$ cat src/rtl/tapline_pkg.sv
// Package: capacity limits and shared helpers for the memory-based delay line.
// Assumes: limits describe one memory block of the target fabric.
package tapline_pkg;
    localparam int unsigned MAX_BITS  = 9216;
    localparam int unsigned MAX_WIDTH = 36;

    // Address width for a memory of the given depth, never below one bit.
    function automatic int unsigned addr_bits(input int unsigned depth);
        return (depth > 1) ? $clog2(depth) : 1;
    endfunction
endpackage

$ cat src/rtl/tapline_ptr.sv
// Module: tapline_ptr
// Wrapping line pointer. Moves forward by one on each advance and returns to
// zero after DEPTH-1. Assumes DEPTH >= 1; for DEPTH == 1 it stays at zero.
module tapline_ptr #(
    parameter int unsigned DEPTH  = 8,
    parameter int unsigned ADDR_W = tapline_pkg::addr_bits(DEPTH)
) (
    input  logic              clk,
    input  logic              rst_n,
    input  logic              adv,
    output logic [ADDR_W-1:0] ptr
);
    localparam logic [ADDR_W-1:0] LAST = ADDR_W'(DEPTH - 1);

    // Step the pointer on each advance, wrapping modulo DEPTH.
    always_ff @(posedge clk) begin
        if (!rst_n) begin
            ptr <= '0;
        end else if (adv) begin
            ptr <= (ptr == LAST) ? '0 : ptr + 1'b1;
        end
    end
endmodule

$ cat src/rtl/tapline_ram.sv
// Module: tapline_ram
// Single-clock memory with one shared address, an asynchronous read and a
// synchronous write. The read returns the stored line before this edge's
// write, so a read and a write at the same address see the old data.
// Assumes no reset of the contents; the owner hides stale lines.
module tapline_ram #(
    parameter int unsigned DEPTH  = 8,
    parameter int unsigned WORD_W = 8,
    parameter int unsigned ADDR_W = tapline_pkg::addr_bits(DEPTH)
) (
    input  logic              clk,
    input  logic [ADDR_W-1:0] addr,
    input  logic              we,
    input  logic [WORD_W-1:0] wdata,
    output logic [WORD_W-1:0] rdata
);
    logic [WORD_W-1:0] mem [DEPTH];

    // Old contents of the addressed line.
    assign rdata = mem[addr];

    // Store the new line at the clock edge.
    always_ff @(posedge clk) begin
        if (we) begin
            mem[addr] <= wdata;
        end
    end
endmodule

$ cat src/rtl/tapline_fill.sv
// Module: tapline_fill
// Saturating count of the samples accepted since reset. full is high once
// TARGET samples have been counted. Assumes TARGET >= 1.
module tapline_fill #(
    parameter int unsigned TARGET = 8
) (
    input  logic clk,
    input  logic rst_n,
    input  logic adv,
    output logic full
);
    localparam int unsigned CW = $clog2(TARGET + 1);
    localparam logic [CW-1:0] TOP = CW'(TARGET);

    logic [CW-1:0] cnt;

    // Count accepted samples until the history is full.
    always_ff @(posedge clk) begin
        if (!rst_n) begin
            cnt <= '0;
        end else if (adv && (cnt != TOP)) begin
            cnt <= cnt + 1'b1;
        end
    end

    assign full = (cnt == TOP);
endmodule

$ cat src/rtl/mem_tap_line.sv
// Module: mem_tap_line
// Tapped delay line held in one memory array. The memory has SPACING lines of
// SAMPLE_W*TAPS bits. Each accepted sample reads the line at the wrapping
// pointer, moves its segments up by one with the new sample at the bottom, and
// writes it back. The old line goes to a registered tap word, so segment k
// shows the sample from (k+1)*SPACING accepted samples earlier. The taps stay
// zero until the whole history has been written since reset.
// Assumes: one clock, synchronous active-low reset, sizes within one memory block.
module mem_tap_line #(
    parameter int unsigned SAMPLE_W = 4,
    parameter int unsigned SPACING  = 5,
    parameter int unsigned TAPS     = 3
) (
    input  logic                         clk,
    input  logic                         rst_n,
    input  logic                         shift_en,
    input  logic [SAMPLE_W-1:0]          sample_i,
    output logic [SAMPLE_W*TAPS-1:0]     taps_o,
    output logic                         valid_o,
    output logic [SAMPLE_W-1:0]          cascade_o,
    output logic                         cascade_en_o
);
    localparam int unsigned WORD_W = SAMPLE_W * TAPS;
    localparam int unsigned BITS   = WORD_W * SPACING;
    localparam int unsigned FILL   = SPACING * TAPS;
    localparam int unsigned ADDR_W = tapline_pkg::addr_bits(SPACING);

    // Capacity checks at elaboration.
    if (BITS > tapline_pkg::MAX_BITS) begin : g_too_many_bits
        $error("mem_tap_line: storage of %0d bits exceeds the block limit", BITS);
    end
    if (WORD_W > tapline_pkg::MAX_WIDTH) begin : g_too_wide
        $error("mem_tap_line: tap word of %0d bits exceeds the width limit", WORD_W);
    end
    if (SAMPLE_W == 0 || SPACING == 0 || TAPS == 0) begin : g_empty
        $error("mem_tap_line: every size parameter must be at least one");
    end

    logic [ADDR_W-1:0] line_ptr;
    logic [WORD_W-1:0] old_line;
    logic [WORD_W-1:0] new_line;
    logic              hist_full;
    logic [WORD_W-1:0] taps_q;
    logic              valid_q;
    logic              casc_en_q;

    tapline_ptr #(
        .DEPTH  (SPACING),
        .ADDR_W (ADDR_W)
    ) u_ptr (
        .clk   (clk),
        .rst_n (rst_n),
        .adv   (shift_en),
        .ptr   (line_ptr)
    );

    tapline_ram #(
        .DEPTH  (SPACING),
        .WORD_W (WORD_W),
        .ADDR_W (ADDR_W)
    ) u_ram (
        .clk   (clk),
        .addr  (line_ptr),
        .we    (shift_en),
        .wdata (new_line),
        .rdata (old_line)
    );

    tapline_fill #(
        .TARGET (FILL)
    ) u_fill (
        .clk   (clk),
        .rst_n (rst_n),
        .adv   (shift_en),
        .full  (hist_full)
    );

    // Line to write back: older segments move up, the new sample enters at segment 0.
    if (TAPS > 1) begin : g_shift
        assign new_line = {old_line[WORD_W-SAMPLE_W-1:0], sample_i};
    end else begin : g_single
        assign new_line = sample_i;
    end

    // Register the old line as the tap word once the history is complete.
    always_ff @(posedge clk) begin
        if (!rst_n) begin
            taps_q  <= '0;
            valid_q <= 1'b0;
        end else if (shift_en) begin
            taps_q  <= hist_full ? old_line : '0;
            valid_q <= hist_full;
        end
    end

    // Delay the enable by one cycle so a chained instance sees each new oldest tap.
    always_ff @(posedge clk) begin
        if (!rst_n) begin
            casc_en_q <= 1'b0;
        end else begin
            casc_en_q <= shift_en;
        end
    end

    assign taps_o       = taps_q;
    assign valid_o      = valid_q;
    assign cascade_o    = taps_q[WORD_W-1 -: SAMPLE_W];
    assign cascade_en_o = casc_en_q;
endmodule

$ cat config.mk
export PLATFORM = sky130hd
export DESIGN_NAME = mem_tap_line
export DESIGN_NICKNAME = d
export VERILOG_FILES = /design/src/rtl/tapline_pkg.sv /design/src/rtl/tapline_ptr.sv /design/src/rtl/tapline_ram.sv /design/src/rtl/tapline_fill.sv /design/src/rtl/mem_tap_line.sv
export SDC_FILE = /design/constraint.sdc
export NUM_CORES = 1
export LEC_CHECK = 0
export ABC_CLOCK_PERIOD_IN_PS = 3300
export BUFFER_PORTS_ARGS = -buffer_cell sky130_fd_sc_hd__buf_2
export CAP_MARGIN = 20
export CORE_MARGIN = 2
export CORE_UTILIZATION = 50
export CTS_CLUSTER_SIZE = 12
export DETAILED_ROUTE_END_ITERATION = 10
export PLACE_DENSITY = 0.68
export SLEW_MARGIN = 30
export SYNTH_ARGS = -nofsm -noshare
export SYNTH_HDL_FRONTEND = slang
export SYNTH_SLANG_ARGS = --single-unit
export TNS_END_PERCENT = 1
$ cat constraint.sdc
create_clock -name clk -period 3.3 [get_ports clk]
set_input_delay 0.165 -clock clk [delete_from_list [all_inputs] [get_ports clk]]
set_output_delay 0.165 -clock clk [all_outputs]
set_load 0.02 [all_outputs]
==> results.md <==
* Placed inst area at 0.00346 mm^2
* Arrival @ worst endpoint at 2000 ps
* Bufs and invs on worst path at 1
* Average via count per standard cell at 5.50
* Final ANT Viol Nets at 0
* Nets at 261
* Clk_skew at 12.0 ps
* Dpl hpwl at 3370 um
* Mean post-synth cell area at 14.9 um^2
* Xor/xnor cell area share of the yosys netlist at 0%
* Simple-Gate Fraction of Synth Area at 8.58%
* Max Fclk at 516 MHz
* R2r setup slk at 1360 ps
* Die area at 0.00732 mm^2
* # resized after CTS at 0
* Worst hold path endpoint: u_ram.mem[0][2]
* Crit end category: register
* Vias in the first global route at 1762
* Reg2reg end: u_ram.mem[3][9]
* Critical path launch point type: register
* ANT cells at 0
* Hold Fails Final Rpt at 0
* Post-synthesis sequential area ratio at 68.6%
* Total CTS buffers at 9
* Setup TNS at 0 ps
* Netlist cell types at 38
* Pwr Total at 2.07 mW
* Synth Area in Compound Gates at 11.3%
* Core area at 0.00639 mm^2
* Proportion of synthesized area in mux cells at 5.23%
* Layout cells sized above 1 at 28.5%
* Die height at 85.5 um
* CTS tree: built
* R2R depth at 4
* DR iter-0 viols at 116
* Initial antenna violation count at 0
* Total GRT Usage at 16.8%
* # hold bufs at CTS at 0
* Syn_nets at 233
* Total wire length at 5630 um
* Crit-path cells: buf_4 -> mux2_2 -> o22ai_1 -> nor2_1
* Sink Count at 84
* Mapped Area at 0.00332 mm^2
* Final Wtd Congestion at 0.713
* CTS H-tree lvls at 3
* Adder-cell share of the synthesized area at 1.13%
* Unrepaired setup endpoints after global routing: no
* Buffers on Ports at 24
* Wirelength per Cell at 16.9 um
* Hold Path Class: in -> reg
* Hold Crit Start: sample_i[2]
* DR vias at 1830
* Slew HR at 51.2%
* Largest family of logic cells by synthesized area: compound AO/OA/AOI/OAI gates
* Area Growth Syn to Fin at 9.90%
* Global-route wire length before repair at 9000 um
* Status: finished, final reports clean
* Site Rows at 29
* Crit-path leading delay family: flip-flops
* Clock latency on the worst-skew pair at 330 ps
* Synth warnings at 0
* VDD IR max at 344 uV
* Final instance area at 0.00365 mm^2
* Hold path depth at 1
* Power density cells at 565 mW/mm^2
* Post-CTS Setup Repair Bufs at 0
* Drt first pass iters at 4
* Worst-path fanout max at 14
* Period Utilization, post-route at 58.7%
* Endpoints failing setup at 0
* Chip width at 85.5 um
* CTS Root Cell: clkbuf_8
* Slew @ Worst Pin at 732 ps
* Clk buf depth at 2
* # DRC at 0
* Crit path max-delay cell type: dfxtp_1
* Period minus WS final at 1940 ps
* Required @ worst endpoint at 3360 ps
* Synthesized flop and latch total at 84
* Setup CP Type: reg -> reg
* Final Max Slew Viols at 0
* Number of max-cap violations at 0
* Ports at 25
* Clock transition at path regs at 90 ps
* Initial Utilization at 52.1%
* GRT overflow at 0
* Leakage at 1.32 nW
* FILL cells at 518
* Cells after Synth at 223
* Largest net degree at the start of global routing at 16
* Crit-path max cell delay at 690 ps
layout make-up:
class / count / area (um^2) / share of cell area, %
flip-flops and latches: 84 / 2280 / 62.5
inverters: 5 / 18.8 / 0.514
clock buffers: 10 / 128 / 3.49
clock inverters: 6 / 65.1 / 1.78
multi-input cells: 120 / 891 / 24.4
well taps: 77 / 96.3 / 2.64
repair buffers: 31 / 173 / 4.73
placed cells by master (no fill, tap or decap), drive strengths merged, types with 12 or more instances in the layout:
master	instances
nor2b	13
mux2	12
nand2	15
nor2	13
edfxtp	60
dfxtp	24
a211oi	12
buf	31
o22ai	12
o31ai	12
worst max-delay path by stage:
| stage | start | end | cells after the start |
|---|---|---|---|
| final | register | u_ram.mem[3][9] | 4 |
| after floorplan | u_ptr.ptr[0] | u_ram.mem[4][0] | 3 |
| after detailed placement | register | u_ram.mem[3][9] | 4 |
| after global routing | register | u_ram.mem[2][8] | 5 |
| after CTS | register | u_ram.mem[3][9] | 4 |
| after global placement | register | u_ram.mem[1][9] | 4 |
flip-flops by register name (all words and copies together), names as in the netlist, named ones only:
name,count
cascade_en_o,1
taps_o,12
u_fill.cnt,4
u_ptr.ptr,3
u_ram.mem,60
valid_o,1
routing by layer:
metal,wire [um],GRT usage (%)
met5,0,0
met2,2810,26.3
met3,357,4.43
met1,2430,21.9
met4,41,7.94
Yosys cell counts, drive strengths merged:
library cell / count / area (um^2)
nor2: 13 / 48.8
nand3: 3 / 15.0
mux2: 12 / 154
o22ai: 12 / 81.3
mux2i: 2 / 20.0
ha: 3 / 37.5
buf: 13 / 146
a22oi: 1 / 7.51
a21oi: 5 / 25.0
and3: 1 / 11.3
nor2b: 13 / 81.3
edfxtp: 60 / 1800
clkbuf: 1 / 3.75
or2: 1 / 6.26
nor3: 3 / 15.0
or3: 1 / 6.26
and2: 1 / 6.26
a211oi: 12 / 120
and2b: 1 / 7.51
and4b: 1 / 10.0
nor3b: 1 / 7.51
o31ai: 12 / 105
nand2: 15 / 63.8
inv: 5 / 18.8
o311ai: 1 / 8.76
dfxtp: 24 / 480
nand2b: 1 / 6.26
o41ai: 1 / 8.76
o21ai: 4 / 20.0
cells by family (layout without fill, tap and decap cells):
family                     after synthesis  count (layout)
DFF                                     84              84
adders and majority gates                3               3
muxes                                   14              14
AOI/OAI and AO/OA                       48              48
and+or+nand+nor                         55              55
buffers and inverters                   19              52
stage by stage:
step / hold WS (ps) / utilization, % / cells / worst slack (ps)
3_5_place_dp: 398 / 54.2 / 317 / 1390
4_1_cts: 39.9 / 57.2 / 333 / 1370
2_1_floorplan: 264 / - / 223 / 1450
5_1_grt: 46.0 / 57.2 / 333 / 1180
6_report: 54.7 / 57.2 / 333 / 1360
3_3_place_gp: 395 / 54.2 / 317 / 1460
where the power goes:
group | internal [mW] | total, mW | switching (mW)
logic | 0.0598 | 0.164 | 0.104
registers | 1.19 | 1.21 | 0.0174
clock network | 0.352 | 0.695 | 0.343
Note: power is estimated with default switching activity, not from simulation.
